## src/rtl/swire_pkg.sv

```systemverilog
package swire_pkg;

    typedef enum logic [2:0] {
        ST_IDLE,
        ST_SYNC_TX,
        ST_SYNC_RX,
        ST_DATA_TX,
        ST_DATA_RX
    } xchg_state_e;

    typedef enum logic [1:0] {
        TX_IDLE,
        TX_HIGH,
        TX_LOW
    } tx_state_e;

    typedef enum logic [1:0] {
        RX_IDLE,
        RX_WAIT_HI,
        RX_HI,
        RX_LO
    } rx_state_e;

endpackage

```

## src/rtl/swire_bit_tx.sv

```systemverilog
module swire_bit_tx
    import swire_pkg::*;
#(
    parameter int SHORT_CYC = 4,
    parameter int LONG_CYC  = 16
) (
    input  logic clk,
    input  logic rst_n,
    input  logic go,
    input  logic bit_val,
    output logic drive_en,
    output logic drive_val,
    output logic fin
);
    localparam int CW = $clog2(LONG_CYC + 1);

    tx_state_e      st;
    logic [CW-1:0]  cnt;
    logic           val;

    always_ff @(posedge clk or negedge rst_n) begin
        if (!rst_n) begin
            st  <= TX_IDLE;
            cnt <= '0;
            val <= 1'b0;
            fin <= 1'b0;
        end else begin
            fin <= 1'b0;
            unique case (st)
                TX_IDLE: begin
                    if (go) begin
                        val <= bit_val;
                        st  <= TX_HIGH;
                        cnt <= bit_val ? CW'(LONG_CYC - 1) : CW'(SHORT_CYC - 1);
                    end
                end
                TX_HIGH: begin
                    if (cnt == '0) begin
                        st  <= TX_LOW;
                        cnt <= val ? CW'(SHORT_CYC - 1) : CW'(LONG_CYC - 1);
                    end else begin
                        cnt <= cnt - 1'b1;
                    end
                end
                TX_LOW: begin
                    if (cnt == '0) begin
                        st  <= TX_IDLE;
                        fin <= 1'b1;
                    end else begin
                        cnt <= cnt - 1'b1;
                    end
                end
                default: st <= TX_IDLE;
            endcase
        end
    end

    assign drive_en  = (st != TX_IDLE);
    assign drive_val = (st == TX_HIGH);

endmodule

```

## src/rtl/swire_bit_rx.sv

```systemverilog
module swire_bit_rx
    import swire_pkg::*;
#(
    parameter int TMO_CYC = 64
) (
    input  logic clk,
    input  logic rst_n,
    input  logic go,
    input  logic line,
    output logic active,
    output logic fin,
    output logic bit_out,
    output logic tmo
);
    localparam int CW = $clog2(TMO_CYC + 1);
    localparam logic [CW-1:0] LIMIT = CW'(TMO_CYC - 1);

    rx_state_e      st;
    logic [CW-1:0]  hcnt;
    logic [CW-1:0]  lcnt;

    always_ff @(posedge clk or negedge rst_n) begin
        if (!rst_n) begin
            st      <= RX_IDLE;
            hcnt    <= '0;
            lcnt    <= '0;
            fin     <= 1'b0;
            bit_out <= 1'b0;
            tmo     <= 1'b0;
        end else begin
            fin <= 1'b0;
            unique case (st)
                RX_IDLE: begin
                    if (go) begin
                        st   <= RX_WAIT_HI;
                        hcnt <= '0;
                        lcnt <= '0;
                        tmo  <= 1'b0;
                    end
                end
                RX_WAIT_HI: begin
                    if (line) begin
                        st   <= RX_HI;
                        hcnt <= CW'(1);
                    end else if (lcnt == LIMIT) begin
                        st  <= RX_IDLE;
                        fin <= 1'b1;
                        tmo <= 1'b1;
                    end else begin
                        lcnt <= lcnt + 1'b1;
                    end
                end
                RX_HI: begin
                    if (!line) begin
                        st   <= RX_LO;
                        lcnt <= CW'(1);
                    end else if (hcnt == LIMIT) begin
                        st  <= RX_IDLE;
                        fin <= 1'b1;
                        tmo <= 1'b1;
                    end else begin
                        hcnt <= hcnt + 1'b1;
                    end
                end
                RX_LO: begin
                    if (line) begin
                        st      <= RX_IDLE;
                        fin     <= 1'b1;
                        bit_out <= (hcnt > lcnt);
                    end else if (lcnt == LIMIT) begin
                        st  <= RX_IDLE;
                        fin <= 1'b1;
                        tmo <= 1'b1;
                    end else begin
                        lcnt <= lcnt + 1'b1;
                    end
                end
                default: st <= RX_IDLE;
            endcase
        end
    end

    assign active = (st != RX_IDLE);

endmodule

```

## src/rtl/swire_xchg.sv

```systemverilog
module swire_xchg
    import swire_pkg::*;
#(
    parameter int BYTE_W     = 8,
    parameter int SHORT_CYC  = 4,
    parameter int LONG_CYC   = 16,
    parameter int RX_TMO_CYC = 64
) (
    input  logic              clk,
    input  logic              rst_n,
    input  logic              is_master,
    input  logic              start,
    input  logic [BYTE_W-1:0] tx_byte,
    input  logic              line_in,
    output logic              line_oe,
    output logic              line_out,
    output logic [BYTE_W-1:0] rx_byte,
    output logic              done,
    output logic              error
);
    localparam int BCW = $clog2(BYTE_W + 1);

    xchg_state_e        state;
    xchg_state_e        nxt;
    logic               role_m;
    logic [BYTE_W-1:0]  sr;
    logic [BCW-1:0]     bits_left;
    logic               fell_bit;
    logic               tx_go;
    logic               rx_go;
    logic               tx_val;
    logic               tx_fin;
    logic               rx_fin;
    logic               rx_bit;
    logic               rx_tmo;
    logic               rx_busy;
    logic               last;

    assign last = (bits_left == BCW'(1));

    // next-state logic
    always_comb begin
        nxt = state;
        unique case (state)
            ST_IDLE:
                if (start) nxt = is_master ? ST_SYNC_TX : ST_SYNC_RX;
            ST_SYNC_TX:
                if (tx_fin) nxt = role_m ? ST_SYNC_RX : ST_DATA_RX;
            ST_SYNC_RX:
                if (rx_fin) nxt = rx_tmo ? ST_IDLE : (role_m ? ST_DATA_TX : ST_SYNC_TX);
            ST_DATA_TX:
                if (tx_fin) nxt = (!role_m && last) ? ST_IDLE : ST_DATA_RX;
            ST_DATA_RX:
                if (rx_fin) nxt = (rx_tmo || (role_m && last)) ? ST_IDLE : ST_DATA_TX;
            default: nxt = ST_IDLE;
        endcase
    end

    // state register
    always_ff @(posedge clk or negedge rst_n) begin
        if (!rst_n) state <= ST_IDLE;
        else        state <= nxt;
    end

    // outputs, datapath and bit launches
    always_ff @(posedge clk or negedge rst_n) begin
        if (!rst_n) begin
            role_m    <= 1'b0;
            sr        <= '0;
            bits_left <= '0;
            fell_bit  <= 1'b0;
            tx_go     <= 1'b0;
            rx_go     <= 1'b0;
            done      <= 1'b0;
            error     <= 1'b0;
        end else begin
            tx_go <= (nxt != state) && (nxt == ST_SYNC_TX || nxt == ST_DATA_TX);
            rx_go <= (nxt != state) && (nxt == ST_SYNC_RX || nxt == ST_DATA_RX);
            done  <= (state != ST_IDLE) && (nxt == ST_IDLE);
            error <= (state != ST_IDLE) && (nxt == ST_IDLE) && rx_fin && rx_tmo;

            if (state == ST_IDLE && start) begin
                sr     <= tx_byte;
                role_m <= is_master;
            end

            if ((state == ST_SYNC_RX && nxt == ST_DATA_TX) ||
                (state == ST_SYNC_TX && nxt == ST_DATA_RX))
                bits_left <= BCW'(BYTE_W);
            else if ((role_m && state == ST_DATA_RX && nxt != ST_DATA_RX) ||
                     (!role_m && state == ST_DATA_TX && nxt != ST_DATA_TX))
                bits_left <= bits_left - 1'b1;

            if (state == ST_DATA_RX && rx_fin && !rx_tmo) begin
                fell_bit <= sr[0];
                sr       <= {rx_bit, sr[BYTE_W-1:1]};
            end
        end
    end

    assign tx_val  = (state == ST_DATA_TX) && (role_m ? sr[0] : fell_bit);
    assign rx_byte = sr;

    swire_bit_tx #(
        .SHORT_CYC (SHORT_CYC),
        .LONG_CYC  (LONG_CYC)
    ) u_tx (
        .clk       (clk),
        .rst_n     (rst_n),
        .go        (tx_go),
        .bit_val   (tx_val),
        .drive_en  (line_oe),
        .drive_val (line_out),
        .fin       (tx_fin)
    );

    swire_bit_rx #(
        .TMO_CYC (RX_TMO_CYC)
    ) u_rx (
        .clk     (clk),
        .rst_n   (rst_n),
        .go      (rx_go),
        .line    (line_in),
        .active  (rx_busy),
        .fin     (rx_fin),
        .bit_out (rx_bit),
        .tmo     (rx_tmo)
    );

endmodule

```

## config.mk

```make
export PLATFORM = sky130hd
export DESIGN_NAME = swire_xchg
export DESIGN_NICKNAME = d
export VERILOG_FILES = /design/src/rtl/swire_pkg.sv /design/src/rtl/swire_bit_tx.sv /design/src/rtl/swire_bit_rx.sv /design/src/rtl/swire_xchg.sv
export SDC_FILE = /design/constraint.sdc
export NUM_CORES = 1
export LEC_CHECK = 0
export BUFFER_PORTS_ARGS = -buffer_cell sky130_fd_sc_hd__buf_2
export CAP_MARGIN = 10
export CORE_ASPECT_RATIO = 0.75
export CORE_UTILIZATION = 35
export CTS_CLUSTER_SIZE = 16
export DETAILED_ROUTE_END_ITERATION = 6
export GPL_TIMING_DRIVEN = 0
export PLACE_DENSITY_LB_ADDON = 0.2
export SLEW_MARGIN = 20
export SYNTH_ARGS = -nofsm -noshare
export SYNTH_HDL_FRONTEND = slang
export SYNTH_SLANG_ARGS = --single-unit
```

## constraint.sdc

```tcl
create_clock -name clk -period 3.7 [get_ports clk]
set_input_delay 0 -clock clk [delete_from_list [all_inputs] [get_ports clk]]
set_output_delay 0 -clock clk [all_outputs]
set_load 0.05 [all_outputs]
```

# Word-level counts from Yosys, hierarchy flattened
# Cells that the tools add are included.
dict set report classes {
  n_addsub 4
  multipliers 0
  div_mod_pow 0
  magnitude_cmp 1
  eq_ne 33
  shifts 0
  n_mux 57
  bitwise_logic 0
  n_reduce_logical 44
}
# op n
set op_table {}
lappend op_table {{two-way mux 7 bit} 7}
lappend op_table {{one-hot mux 7 bit (3 select lines)} 2}
lappend op_table {{two-way mux 2 bit} 13}
lappend op_table {{two-way mux 3 bit} 7}
lappend op_table {{!= test 2 bit (second input constant)} 9}
lappend op_table {{logical AND 1 bit} 17}
lappend op_table {{two-way mux 4 bit} 4}
lappend op_table {{two-way mux 8 bit} 2}
lappend op_table {{two-way mux 5 bit} 3}
lappend op_table {{one-hot mux 3 bit (5 select lines)} 1}
lappend op_table {{one-hot mux 5 bit (3 select lines)} 1}
lappend op_table {{adder 7 x 1 -> 7 bit (second input constant)} 2}
lappend op_table {{equality test 7 x 6 -> 1 bit (second input constant)} 2}
lappend op_table {{two-way mux 1 bit} 13}
lappend op_table {{equality test 3 x 2 -> 1 bit (second input constant)} 4}
lappend op_table {{AND reduction 5 bit} 2}
lappend op_table {{nonzero test 3 bit} 3}
lappend op_table {{!= test 2 x 1 -> 1 bit (second input constant)} 4}
lappend op_table {{one-hot mux 2 bit (4 select lines)} 1}
lappend op_table {{greater-than comparator 7 bit} 1}
lappend op_table {{equality test 2 bit (second input constant)} 3}
lappend op_table {{equality test 3 x 1 -> 1 bit (second input constant)} 2}
lappend op_table {{equality test 3 bit (second input constant)} 2}
lappend op_table {{logical NOT 3 bit} 2}
lappend op_table {{18 further kinds} 32}
dict set report word_totals {
  ff_bits 49
  latchBits 0
  mem_bits_rw 0
  mem_bits_ro 0
  input_bits 13
  output_inout_bits 12
  elab_cells 158
  n_memories 0
}

# Depth between registers and ports, before layout
dict set report logic_depth {
  depth_word 11
  mapped_depth 10
  depth_no_buf 10
}

# By module
# A second synthesis with hierarchy kept.
dict set report hier_totals {
  hier_cells 331
  area_unflattened_um2 3186.8
}
# mod n_inst cells_each area_each_um2 seq_area_each_um2
set modules_own_cells {}
lappend modules_own_cells {swire_bit_rx 1 149 1422.6 475.5}
lappend modules_own_cells {swire_xchg 1 122 1164.9 525.5}
lappend modules_own_cells {swire_bit_tx 1 60 599.3 225.2}

# Worst setup path before layout
# No wires, ideal clock.
dict set report synth_path {
  path_kind {flip-flop to flip-flop}
  startpoint {reg u_rx.st[0]}
  endpoint {reg u_rx.hcnt[5]}
  setup_time_ns 0.095
  arrival_ns 1.955
  required_time_ns 3.605
  setup_slack_ns 1.650
  stages_incl_launch_ff 8
  n_path_buf 1
  period_less_slack_ns 2.050
  path_cell_list {dfrtp_1 inv_1 ha_1 clkbuf_1 or2_2 a221o_1 or2_1 o31ai_1}
}
dict set report synth_between {
  elab_chain_len 3
  word_cells_on_any_way 10
  cone_classes {eq/ne (6); mux (1); reduce/logical (3)}
}
# item line
set synth_lines {}
lappend synth_lines {{start, declared} swire_bit_rx.sv:18} ;# rx_state_e st;
lappend synth_lines {{start signal, assigned} swire_bit_rx.sv:24} ;# st <= RX_IDLE;
lappend synth_lines {{start signal, assigned} swire_bit_rx.sv:35} ;# st <= RX_WAIT_HI;
lappend synth_lines {{start signal, assigned} swire_bit_rx.sv:43} ;# st <= RX_HI;
lappend synth_lines {{equality test 2 bit, or another cell as far along} swire_bit_rx.sv:32} ;# unique case (st)
lappend synth_lines {{!= test 2 bit (no line) / nonzero test 3 bit (equally long branches)} n/a}
lappend synth_lines {{AND reduction 5 bit (no line)} n/a}
lappend synth_lines {{end signal, assigned} swire_bit_rx.sv:62} ;# hcnt <= hcnt + 1'b1;
lappend synth_lines {{end, declared} swire_bit_rx.sv:19} ;# logic [CW-1:0] hcnt;
# Parallel ways exist; a longest one is shown, timed or not.
# A chain may end at the register's enable or synchronous reset.

# Final worst setup path
# Ends and elaborated chain as after synthesis.

==> run_results.csv <==
group,metric,value,unit
clocking,clk_pin_slew,0.07,ns
logic_synthesis,syn-num-nets,369,
drt,antenna_left,0,
grt,antenna_found_initial,0,
drt,drt_iter0_drc,81,
timing,slew_viol_final,0,
grt,grt_pass1_wl,11000,µm
setup_path,path_cells,"inv_1 > ha_1 > clkbuf_1 > or2_2 > a221o_1 > or2_1 > o31ai_1",
timing,hold_viol,0,
drt,routedWlPerCell,13.3,µm
setup_path,cp_data_arrival_time,2.52,ns
setup_path,slowest_stage,"dfrtp_1",
setup_path,critical_path_class,"reg -> reg",
logic_synthesis,ys_seq_area_share,41.2,%
floorplanning,fp.dieW,109,µm
finish,drive_above_1_share,14.2,%
floorplanning,num_rows,28,
clocking,ctsHoldBuffers,9,
timing,finalClockSkew,0.00556,ns
clocking,cts_setup_buffers,0,
timing,fin_crit,2.33,ns
setup_path,cp-start-kind,"flip-flop",
logic_synthesis,synth_top_cell_by_area,"dfrtp_1",
timing,fmax,429,MHz
finish,nets,408,
hold_path,hold_path_class,"in -> reg",
timing,setup_viol,0,
logic_synthesis,syn_avg_cell_area,8.92,µm²
grt,grt_usage,15.7,%
setup_path,crit_fanout,10,
clocking,post_cts_resized,0,
place,io_buffers,23,
logic_synthesis,ys_types,56,
power,powerDensity,777,nW/µm²
place,dp.final_hpwl,4640,µm
floorplanning,dieHeight,81.9,µm
finish,antenna_cells,0,
floorplanning,core_area,8060,µm²
status,outcome,"finished clean",
floorplanning,ioPinCount,25,
timing,worst_pin_slew,0.827,ns
hold_path,min_path_cells,3,
setup_path,crit_path_end_kind,"flip-flop",
setup_path,cpPeakStageDelay,0.44,ns
setup_path,r2r_cells,7,
setup_path,timing.rr.start,"u_rx.st[0]",
drt,routed_wl,6380,µm
power,p_leak,1.61,nW
clocking,ctsHtreeMaxLevel,2,
setup_path,crit_family,"simple AND/OR/NAND/NOR gates",
timing,fin_setup_tns,0,ns
run,max_cap_viol_count,0,
logic_synthesis,synth_flop_cell,"dfrtp_1",
finish,area_growth,17.2,%
clocking,cts_buffers,5,
drt,firstDrtPassIters,5,
clocking,cts_tree,"done",
clocking,clk_path_buf_depth,2,
setup_path,timing.rr.end,"u_rx.hcnt[5]",
setup_path,reg2reg_setup_slack,1.37,ns
drt,vias,2472,
logic_synthesis,synth_cells,334,
clocking,cts_root_buffer,"clkbuf_16",
logic_synthesis,yosysTopAreaCellShare,41.2,%
logic_synthesis,synth_seq_cells,49,
hold_path,hold_start,"is_master",
timing,rsz0062_at_grt,"no",
timing,relSlewSlack,44.7,%
floorplanning,die-area,8890,µm²
floorplanning,initial_core_util,37.0,%
grt,grt_start_max_net_pins,50,
clocking,clk_latency,0.28,ns
setup_path,cp_num_buf_inv,2,
logic_synthesis,ys_async_sr_fraction,100,%
drt,drc,0,
clocking,cts.sinks,49,
logic_synthesis,ys_top_cells_by_area,"dfrtp_1 (41%), ha_1 (9.2%), o21ai_0 (5.4%), nand2_1 (4.4%), nor2_1 (4.3%)",
setup_path,cp.required,3.89,ns
hold_path,worstHoldEndpoint,"role_m",
power,ir_drop,0.436,mV
timing,timing.final.crit_share,63.0,%
place,place_congestion,0.782,
drt,vias_per_cell,5.16,
grt,gr-total-overflow,0,
logic_synthesis,netlist_area,2980,µm²
logic_synthesis,ys_warn_count,0,
power,p_total,0.00271,W
grt,grt_pass1_vias,2288,
logic_synthesis,synth_enable_flop_cells,0,
final cells by class:
cell class / instances / area (µm²)
Fill cell: 803 / 4570
Buffer: 9 / 40.0
Timing Repair Buffer: 32 / 208
Clock inverter: 1 / 30.0
Clock buffer: 7 / 143
Multi-Input combinational cell: 251 / 1620
Sequential cell: 49 / 1230
Inverter: 25 / 93.8
Tap cell: 105 / 131
per-layer routing:
| layer | vias up | share of wire [%] | global-route usage (%) |
|---|---|---|---|
| met5 | - | 0 | 0 |
| met4 | 0 | 0.38 | 2.84 |
| met3 | 2 | 3.6 | 3.10 |
| met2 | 47 | 42 | 23.1 |
| met1 | 1173 | 54 | 23.6 |
| li1 | 1250 | - | - |
logic make-up after synthesis:
family	count (synthesis)	share of synthesized area, %
adder cells (fa/ha/maj)	22	9.24
multiplexers	5	1.81
AO/OA/AOI/OAI	88	19.9
AND/OR/NAND/NOR	132	22.2
flip-flops	49	41.2
XOR/XNOR	4	1.18
buffers and inverters	34	4.49
through the flow:
stage / std cells / utilization [%] / hold WS, ns / worst slack (ns) / instance area (µm²)
floorplan: 334 / - / -0.296 / 1.65 / 2980
global placement: 462 / 40.0 / 0.230 / 1.40 / 3230
detailed placement: 462 / 40.1 / 0.0800 / 1.39 / 3230
CTS: 479 / 43.3 / 0.0305 / 1.36 / 3490
global route: 479 / 43.3 / 0.0485 / 1.15 / 3490
finish: 479 / 43.3 / 0.0231 / 1.37 / 3490
state kept, by name, indices dropped and copies added (netlist names):
name / flops
error: 1
u_rx.hcnt: 7
u_rx.bit_out: 1
bits_left: 4
u_tx.fin: 1
fell_bit: 1
rx_byte: 8
u_rx.fin: 1
u_rx.tmo: 1
done: 1
state: 3
u_rx.lcnt: 7
u_tx.val: 1
tx_go: 1
rx_go: 1
u_tx.cnt: 5
u_tx.st: 2
role_m: 1
u_rx.st: 2
tightest hold or removal path, stage by stage:
cell and delay (ns):
buf_2 0.09, nand2_1 0.08, o21ai_0 0.09
synthesized netlist by cell type (all sizes together), types with 2 or more instances:
library cell / n
nor3: 9
nand3b: 2
dfrtp: 49
mux2i: 2
nand3: 12
buf: 5
a21o: 2
nand2b: 12
a21oi: 17
a311oi: 2
nor4b: 2
a2111oi: 2
o21a: 2
and2: 4
nor2: 35
ha: 22
xor2: 3
clkbuf: 4
o21ai: 33
inv: 25
a31o: 2
nand2: 36
and3: 5
or2: 4
o31ai: 4
nor2b: 6
a31oi: 3
mux2: 3
a22oi: 8
a22o: 2
cell usage in the layout, fill, tap and decap left out, types with 2 or more instances in the layout:
cell	netlist	layout
and3_1	5	5
dlygate4sd3_1	0	9
or2_1	2	2
or2_2	2	2
mux2i_1	2	2
xor2_1	3	3
and2_1	4	4
nand3_1	11	11
a22oi_1	8	8
o31ai_1	4	4
inv_1	24	24
clkbuf_1	4	5
o21ai_0	32	32
nor2b_1	6	6
nor3_1	9	9
ha_1	22	22
a21oi_1	17	17
o21a_1	2	2
clkbuf_16	0	5
nor2_1	34	34
a22o_1	2	2
a31oi_1	3	3
mux2_2	3	3
a31o_2	2	2
dfrtp_1	49	49
nand2b_1	12	12
nand3b_1	2	2
buf_2	5	27
nand2_1	35	35
a21o_1	2	2
power by group:
part	switching [W]	internal [W]	leakage (nW)
Combinational	0.000862	0.000476	0.896
Sequential	0.000151	0.000694	0.634
Clock	0.000192	0.000338	0.0841
worst max-delay path by stage:
| stage | to | cells past startpoint | startpoint | slack [ns] |
|---|---|---|---|---|
| 6_report | u_rx.hcnt[5] | 7 | u_rx.st[0] | 1.37 |
| 3_3_place_gp | u_rx.hcnt[5] | 7 | u_rx.st[0] | 1.40 |
| 4_1_cts | u_rx.hcnt[5] | 7 | u_rx.st[0] | 1.36 |
| 5_1_grt | u_rx.hcnt[5] | 7 | u_rx.st[0] | 1.15 |
| 2_1_floorplan | u_rx.hcnt[5] | 7 | u_rx.st[0] | 1.65 |
| 3_5_place_dp | u_rx.hcnt[5] | 7 | u_rx.st[0] | 1.39 |
Power figures use the tool's default switching activity.
